$ cat config.mk
export PLATFORM = sky130hd
export DESIGN_NAME = cov_fetch_capture
export DESIGN_NICKNAME = d
export VERILOG_FILES = /design/src/rtl/cov_pkg.sv /design/src/rtl/cov_fetch_capture.sv
export SDC_FILE = /design/constraint.sdc
export NUM_CORES = 1
export LEC_CHECK = 0
export ABC_CLOCK_PERIOD_IN_PS = 2450
export BUFFER_PORTS_ARGS = -buffer_cell sky130_fd_sc_hd__buf_4
export CAP_MARGIN = 0
export CORE_ASPECT_RATIO = 1.2
export CORE_MARGIN = 3
export CORE_UTILIZATION = 42
export CTS_CLUSTER_SIZE = 30
export DETAILED_ROUTE_END_ITERATION = 6
export GPL_ROUTABILITY_DRIVEN = 0
export GPL_TIMING_DRIVEN = 0
export HOLD_SLACK_MARGIN = 0.08
export PLACE_DENSITY = 0.9
export SKIP_LAST_GASP = 1
export SYNTH_ARGS = -nofsm -noshare
export SYNTH_HDL_FRONTEND = slang
export SYNTH_SLANG_ARGS = --single-unit
$ cat constraint.sdc
create_clock -name clk -period 2.45 [get_ports clk]
set_input_delay 0.49 -clock clk [delete_from_list [all_inputs] [get_ports clk]]
set_output_delay 0.49 -clock clk [all_outputs]
set_load 0.01 [all_outputs]
$ cat src/rtl/cov_pkg.sv
// Shared constants and helpers for the ROM coverage counter.
// Assumes an 8-bit opcode whose low five bits identify a conditional branch.
package cov_pkg;
    localparam int OPC_W         = 8;
    localparam int BR_FIELD_W    = 5;
    localparam logic [BR_FIELD_W-1:0] BR_FIELD_CODE = 5'h10;

    // True when the opcode is a conditional branch.
    function automatic logic is_cond_branch(input logic [OPC_W-1:0] opc);
        return opc[BR_FIELD_W-1:0] == BR_FIELD_CODE;
    endfunction
endpackage

$ cat src/rtl/cov_fetch_capture.sv
// Turns raw bus cycles into count events: window hit with index, window miss,
// and a resolved branch bin. Assumes the branch outcome is valid on the first
// accepted bus cycle after the fetch of the branch opcode.
module cov_fetch_capture #(
    parameter int ADDR_W   = 16,
    parameter int WIN_LOG2 = 9,
    parameter logic [ADDR_W-1:0] WIN_BASE = 16'hFE00
) (
    input  logic                clk,
    input  logic                rst_n,
    input  logic                stb,
    input  logic                ack,
    input  logic                fetch,
    input  logic [ADDR_W-1:0]   addr,
    input  logic [7:0]          rdata,
    input  logic                taken,
    output logic                hit_vld,
    output logic [WIN_LOG2-1:0] hit_idx,
    output logic                miss_vld,
    output logic                br_vld,
    output logic [WIN_LOG2:0]   br_bin
);
    import cov_pkg::*;

    localparam int TAG_W = ADDR_W - WIN_LOG2;
    localparam logic [TAG_W-1:0] WIN_TAG = WIN_BASE[ADDR_W-1:WIN_LOG2];

    logic              sampled;
    logic              in_win;
    logic [ADDR_W-1:0] lat_addr;
    logic [7:0]        lat_opc;
    logic              lat_in_win;
    logic              after_fetch;

    // Decode the accepted cycle and the window membership of the bus address.
    always_comb begin
        sampled  = stb && ack;
        in_win   = addr[ADDR_W-1:WIN_LOG2] == WIN_TAG;
        hit_vld  = sampled && fetch && in_win;
        miss_vld = sampled && fetch && !in_win;
        hit_idx  = addr[WIN_LOG2-1:0];
    end

    // Hold the last fetch and mark the accepted cycle that follows it.
    always_ff @(posedge clk) begin
        if (!rst_n) begin
            lat_addr    <= '0;
            lat_opc     <= '0;
            lat_in_win  <= 1'b0;
            after_fetch <= 1'b0;
        end else if (sampled) begin
            after_fetch <= fetch;
            if (fetch) begin
                lat_addr   <= addr;
                lat_opc    <= rdata;
                lat_in_win <= in_win;
            end
        end
    end

    // Resolve a held branch into its bin on the following accepted cycle.
    always_comb begin
        br_vld = sampled && after_fetch && lat_in_win && is_cond_branch(lat_opc);
        br_bin = {lat_addr[WIN_LOG2-1:0], taken};
    end

    a_r6_hit_miss_exclusive: assert property (@(posedge clk) disable iff (!rst_n)
        $onehot0({hit_vld, miss_vld}));
    a_r1_idle_no_event: assert property (@(posedge clk) disable iff (!rst_n)
        !(stb && ack) |-> !(hit_vld || miss_vld || br_vld));
    a_r10_branch_needs_fetch: assert property (@(posedge clk) disable iff (!rst_n)
        (stb && ack && !fetch) |=> !br_vld);
endmodule

Word-level counts from Yosys, hierarchy flattened

Cells that the tools add are included.

$add $sub $neg: 0
Multipliers: 0
Div/mod/pow operators: 0
Order comparisons: 0
Equal/unequal tests: 2
Shift operators: 0
Mux-type cells: 0
Bitwise gates (word level): 0
Reductions and logical operators: 9

Operators by type and width:

| operator                                    | count |
|---|---|
| 7-bit equality test (second input constant) | 1 |
| 1-bit logical AND                           | 7 |
| 5-bit equality test (second input constant) | 1 |
| 2-bit AND reduction                         | 1 |
| 1-bit zero test                             | 1 |

Bits in registers: 16
Bits in latches: 0
Memory bits (writable): 0
Memory bits (read-only): 0
Bits of input ports: 30
Output and inout port bits: 22
Word-level logic and storage cells: 15
Memories kept: 0

Logic depth before layout (Yosys ltp)

Gate-level depths: netlist of the first run.

Depth after elaboration: 4
Mapped depth: 5
Mapped depth without buffers: 3

Least setup slack after synthesis of the first run

OpenSTA, ideal clock, no wires.

Kind: input to output
Start: input stb
End: output miss_vld
Data arrival time: 1.077 ns
Setup slack: 0.883 ns
Stages on the path: 4
Buffers on the path: 2
Cell sequence: and3_1 -> buf_4 -> buf_6 -> and2_1

Longest elaborated chain between the ends: 3

RTL lines:

| element                         | RTL line                | text |
|---|---|---|
| start: declaration              | cov_fetch_capture.sv:11 | `input logic stb,` |
| 1-bit logical AND               | cov_fetch_capture.sv:37 | `sampled = stb && ack;` |
| 1-bit logical AND (2 in series) | cov_fetch_capture.sv:40 | `miss_vld = sampled && fetch && !in_win;` |
| end: declaration                | cov_fetch_capture.sv:19 | `output logic miss_vld,` |

Every way passes these cells.

Final worst setup path of the first run

Start: register lat_opc[1]
End: output br_vld

Longest elaborated chain between the ends: 2

RTL lines:

| element                  | RTL line                | text |
|---|---|---|
| start: declaration       | cov_fetch_capture.sv:31 | `logic [7:0] lat_opc;` |
| start signal: assignment | cov_fetch_capture.sv:55 | `lat_opc <= rdata;` |
| 5-bit equality test      | cov_pkg.sv:10           | `return opc[BR_FIELD_W-1:0] == BR_FIELD_CODE;` |
| 1-bit logical AND        | cov_fetch_capture.sv:63 | `br_vld = sampled && after_fetch && lat_in_win && is_cond_branch(lat_opc);` |
| end: declaration         | cov_fetch_capture.sv:20 | `output logic br_vld,` |

Every way passes these cells.

==> results of run 1 <==
==> worst reg2reg max path, cell delays in order (launching register included) <==
cell and delay [ps]:
dfxtp_1 350, nand2_1 50, a21boi_0 160
==> registers in the layout (all words and copies together) (netlist names) <==
name	count
lat_opc	5
lat_addr	9
after_fetch	1
lat_in_win	1
==> per-layer routing <==
layer | track usage (%) | up-vias
li1 | - | 379
met1 | 18.9 | 334
met2 | 34.0 | 38
met3 | 3.81 | 2
met4 | 4.52 | 0
met5 | 0 | -
==> layout by cell type (no fill, tap or decap) <==
master	Yosys	final
a21boi_0	12	12
nor2b_1	1	1
buf_2	1	1
clkbuf_1	1	1
a21oi_1	1	1
nand4_1	1	1
o21ai_1	1	1
nor2_1	1	1
nor3_2	1	1
and3_1	1	1
and2_1	1	1
a21boi_1	2	2
nand3_1	3	3
or4_4	1	1
clkbuf_8	0	1
buf_6	1	1
nand2_1	30	30
buf_4	11	58
clkbuf_4	0	3
dfxtp_1	16	16
and4_1	1	1
==> worst max path at each step <==
stage	from	end	slack [ps]
final	lat_opc[1]	br_vld	540
after detailed placement	stb	miss_vld	610
after floorplan	stb	miss_vld	880
after CTS	lat_opc[1]	br_vld	530
after global placement	stb	miss_vld	620
after global routing	lat_opc[1]	br_vld	500
==> power by group through the flow <==
stage | sequential [uW] | combinational [uW] | clock, uW
floorplan | 280 | 41.5 | 0
global placement | 278 | 102 | 0
detailed placement | 278 | 104 | 0
CTS | 272 | 105 | 174
global route | 273 | 114 | 187
finish | 272 | 104 | 174
==> kinds of logic after synthesis <==
kind of cell,after synthesis,share of synthesized area [%]
compound gates,16,15.9
flops,16,44.2
simple gates,41,25.7
buf+inv,14,14.2
==> through the flow <==
stage	util (%)	total power, uW	hold slack, ps	cell area, sq um
2_1_floorplan	-	322	434	724
3_3_place_gp	72.3	380	445	1100
3_5_place_dp	72.3	382	454	1100
4_1_cts	74.7	552	455	1130
5_1_grt	74.7	574	461	1130
6_report	74.7	551	451	1130
==> layout make-up <==
| class | count | area [sq um] |
|---|---|---|
| Multi-Input combinational cell | 57 | 302 |
| Tap cell | 17 | 21.3 |
| Clock buffer | 4 | 36.3 |
| Fill cell | 124 | 385 |
| Timing Repair Buffer | 47 | 353 |
| Sequential cell | 16 | 320 |
| Buffer | 14 | 103 |
==> impl_metrics.toml, run 1 <==
[global_routing]
grt_overflow = 0
grt_pass1_wl_mm = 3.07
grt_max_degree = 11
grt.total_usage_pct = 17.7
grt_antenna_before_repair = 0
grt_pass1_vias = 755

[clock_network]
ctsHoldBuffers = 0
cts_made_buffers = 3
clkLatencyLatePin_ps = 280
cts-root-buf = "clkbuf_4"
cts_tree = "built"
cts_resized = 0
cts_buffer_depth = 2
cts_sinks = 16
post-cts-setup-buffer-count = 0
h-tree-depth = 1
clk_pin_slew_ps = 100

[layout]
diodes = 0
syn_to_final_growth_pct = 56.6
finalNonFillerCells = 155
final_nets = 169
drive_gt1_share_pct = 47.8

[sta]
slew_headroom_pct = 75.2
fin_setup_tns_ps = 0
hold_viol = 0
slew_violations = 0
worstMarginPinSlew_ps = 372
clock.fmax_mhz = 522
finalWorstSetupSlack_ps = 535
period_share_pct = 78.2
skew_ps = 0
rsz0062_at_grt = "no"
min_period_ps = 1910
setup_viol = 0

[setup_path]
arrival_ps = 1420
critPathTopFamily = "simple AND/OR/NAND/NOR gates"
setup.worst_path.end_class = "primary output"
path_cells = "or4_4, nor3_2, buf_4"
crit_cells = 3
max_stage_delay_ps = 530
cp_slowest_cell = "or4_4"
start_kind = "flop"
regToRegSetupSlack_ps = 1820
worstPathRequired_ps = 1960
rr_endpoint = "lat_addr[8]"
path_class = "flop to primary output"
critical_path_peak_fanout = 2
reg2reg_depth = 2
timing.rr.start = "lat_addr[8]"
critPathBufInv = 1

[detailed_routing]
drt_iter0_markers = 6
first_pass_iters = 4
num_vias = 753
viasPerCell = 4.86
dr_wl_met3_um = 187
drc_errors = 0
ant_nets = 0
top_layer = "met4"
routedWlPerCell_um = 12.1
wl_met2_um = 979
wirelength_mm = 1.88
wl_met1_um = 703

[placement]
dpl.cell_count = 151
detailed_place_hpwl_mm = 1.39
port_buffers = 47
place_ws_ps = 611

[synthesis]
synthFlopType = "dfxtp_1"
syn_inst = 87
ys_ff_latch = 16
synth_common_cells = "30 x nand2_1, 16 x dfxtp_1, 12 x a21boi_0"
synth_area_leaders = "dfxtp_1 44%, nand2_1 16%, a21boi_0 12%, buf_4 11%, nand3_1 2.1%"
yosysMostFrequentCell = "nand2_1"
async_flop_share_pct = 0
netlist.area_leader.share_pct = 44.2
syn_area_sq_um = 724
syn-mean-instance-area_sq_um = 8.33
yosysUniqueCellTypes = 19
ys_seq_area_share_pct = 44.2
yosys_warnings = 0
synth_fp_nets = 117
yosys.area.top_type = "dfxtp_1"
synth_edf_count = 0

[power_and_ir_drop]
p_leak_uw = 0.000526
power_frac_comb_pct = 18.9
switching_share_pct = 23.0
p_int_uw = 424
peakVddDrop_uv = 325
clkPwrFrac_pct = 31.6
powerDensity_nw_per_um2 = 485
p_switching_uw = 127
seqPwrFrac_pct = 49.5

[floorplan]
start_util_pct = 47.7
dieArea_sq_um = 2260
rows = 15
io_pins = 52
die_w_um = 43.9
die_h_um = 51.5
coreArea_sq_um = 1520

[run]
maxCapViolations = 0

[run_status]
outcome = "finished clean"

[min_path]
hp-class = "input port to flop"
hold_depth = 3
hold_path_startpoint = "addr[1]"
hold_end = "lat_addr[1]"
Note: power is estimated with default switching activity, not from simulation.
==> run 2: changes to the inputs <==
--- a/config.mk
+++ b/config.mk
@@ -5,18 +5,18 @@
 export SDC_FILE = /design/constraint.sdc
 export NUM_CORES = 1
 export LEC_CHECK = 0
-export ABC_CLOCK_PERIOD_IN_PS = 2450
+export ABC_CLOCK_PERIOD_IN_PS = 1610
 export BUFFER_PORTS_ARGS = -buffer_cell sky130_fd_sc_hd__buf_4
 export CAP_MARGIN = 0
 export CORE_ASPECT_RATIO = 1.2
 export CORE_MARGIN = 3
-export CORE_UTILIZATION = 42
+export CORE_UTILIZATION = 35
 export CTS_CLUSTER_SIZE = 30
 export DETAILED_ROUTE_END_ITERATION = 6
 export GPL_ROUTABILITY_DRIVEN = 0
 export GPL_TIMING_DRIVEN = 0
 export HOLD_SLACK_MARGIN = 0.08
-export PLACE_DENSITY = 0.9
+export PLACE_DENSITY = 0.81
 export SKIP_LAST_GASP = 1
 export SYNTH_ARGS = -nofsm -noshare
 export SYNTH_HDL_FRONTEND = slang
==> constraint.sdc (replaced) <==
create_clock -name clk -period 1.61 [get_ports clk]
set_input_delay 0.322 -clock clk [delete_from_list [all_inputs] [get_ports clk]]
set_output_delay 0.322 -clock clk [all_outputs]
set_load 0.01 [all_outputs]
==> impl_metrics.toml, run 2 (synthesis gave the netlist of run 1 again) <==
[run_status]
outcome = "finished with violations"
violations = "negative setup slack"

[setup_path]
critical_path_peak_fanout = 2
critPathBufInv = 1
cp_slowest_cell = "or4_4"
worstPathRequired_ps = 1290
path_cells = "or4_4, nor3_4, buf_6"
max_stage_delay_ps = 540
arrival_ps = 1390
critPathTopFamily = "simple AND/OR/NAND/NOR gates"
path_class = "flop to primary output"
start_kind = "flop"
setup.worst_path.end_class = "primary output"
regToRegSetupSlack_ps = 980

[placement]
dpl.cell_count = 153
detailed_place_hpwl_mm = 1.45
port_buffers = 47
place_ws_ps = 87.8
dpl_cell_area_sq_um = 1100

[power_and_ir_drop]
powerDensity_nw_per_um2 = 723
peakVddDrop_uv = 420
totalPowerFinal_uw = 830
p_leak_uw = 0.000530

[global_routing]
grt_overflow = 0
grt.total_usage_pct = 13.9
grt_max_degree = 11
grt_pass1_vias = 724
use_met3_pct = 3.88
top_usage_layer = "met2"
grtUsageMet2_pct = 24.7
grt_pass1_wl_mm = 2.81
grt_antenna_before_repair = 0
use_met1_pct = 14.9

[floorplan]
die_w_um = 47.5
coreArea_sq_um = 1890
die_h_um = 55.8
dieArea_sq_um = 2650
start_util_pct = 38.3
rows = 17
io_pins = 52

[sta]
worstMarginPinSlew_ps = 334
slew_headroom_pct = 77.7
hold_viol = 0
finalWorstSetupSlack_ps = -97.3
period_share_pct = 106
rsz0062_at_grt = "yes"
slew_violations = 0
min_period_ps = 1710
clock.fmax_mhz = 586
setup_viol = 1
skew_ps = 0

[layout]
stdcell_area_sq_um = 1150
drive_gt1_share_pct = 48.6
syn_to_final_growth_pct = 58.5
final_nets = 169
nFillCells = 186
multi_input_area_sq_um = 308
register_area_sq_um = 322
diodes = 0
reg.largest.list = "lat_addr: 9 flops, lat_opc: 5 flops"
largest_reg_flops = 9
final_cell_mix = "57 x buf_4, 30 x nand2_1, 15 x dfxtp_1"
final_common_cell = "buf_4"
finalNonFillerCells = 157
largest-register = "lat_addr"

[clock_network]
cts_made_buffers = 3
cts_tree = "built"
cts-root-buf = "clkbuf_4"
h-tree-depth = 1
clkLatencyLatePin_ps = 280
clk_pin_slew_ps = 90
cts_sinks = 16
post-cts-setup-buffer-count = 0
cts_buffer_depth = 2
ctsHoldBuffers = 0

[detailed_routing]
first_pass_iters = 4
ant_nets = 0
drc_errors = 0
viasPerCell = 4.64
routedWlPerCell_um = 11.5
num_vias = 728
drt_iter0_markers = 5
wirelength_mm = 1.80

[run]
maxCapViolations = 0

[min_path]
hp-class = "input port to flop"
==> run 2: cell types whose count changed in the layout (fill, tap and decap cells not counted) <==
cell,change
nor3_4,+1
buf_6,+1
nor3_2,-1
dfxtp_2,+1
dfxtp_1,-1
buf_4,-1
==> run 2: timing repair <==
action / 4_1_cts / 5_1_grt
pin swaps: 2 / 0
endpoints found under the setup margin: 1 / 1
resized for setup: 1 / 2
==> run 2: power breakdown <==
part	switching, uW	total, uW	internal (uW)
logic	59.4	159	99.1
clock network	120	257	137
registers	6.26	415	408
total	185	830	645
==> run 2: worst min-delay path, cell delays in order <==
cell	delay, ps
buf_4	110
nand2_1	40
a21boi_0	60
==> run 2: final timing paths <==
kind	startpoint	end	cells after the start
hold reg to reg	lat_opc[0]	lat_opc[0]	2
hold / removal	rdata[1]	lat_opc[1]	3
setup / recovery	lat_opc[0]	br_vld	3
setup reg to reg	lat_addr[3]	lat_addr[3]	2
==> run 2: metrics by stage <==
stage               util, %  TNS, ps  hold slack (ps)
finish                 60.7    -97.3              290
detailed placement     58.2        0              456
CTS                    60.1     -108              282
global route           60.7     -168              277
global placement       58.2        0              446
floorplan                 -        0              434
==> run 2: per-layer routing <==
layer | part of all wire, % | wire [um]
met5 | 0 | 0
met4 | 0 | 0
met3 | 7.8 | 140
met2 | 55 | 986
met1 | 37 | 673
==> run 2: area by class of cell <==
type | count | share of cell area (%)
Clock buffer | 4 | 3.16
Sequential cell | 16 | 28.0
Tap cell | 19 | 2.07
Buffer | 14 | 8.93
Multi-Input combinational cell | 57 | 26.8
Timing Repair Buffer | 47 | 31.0
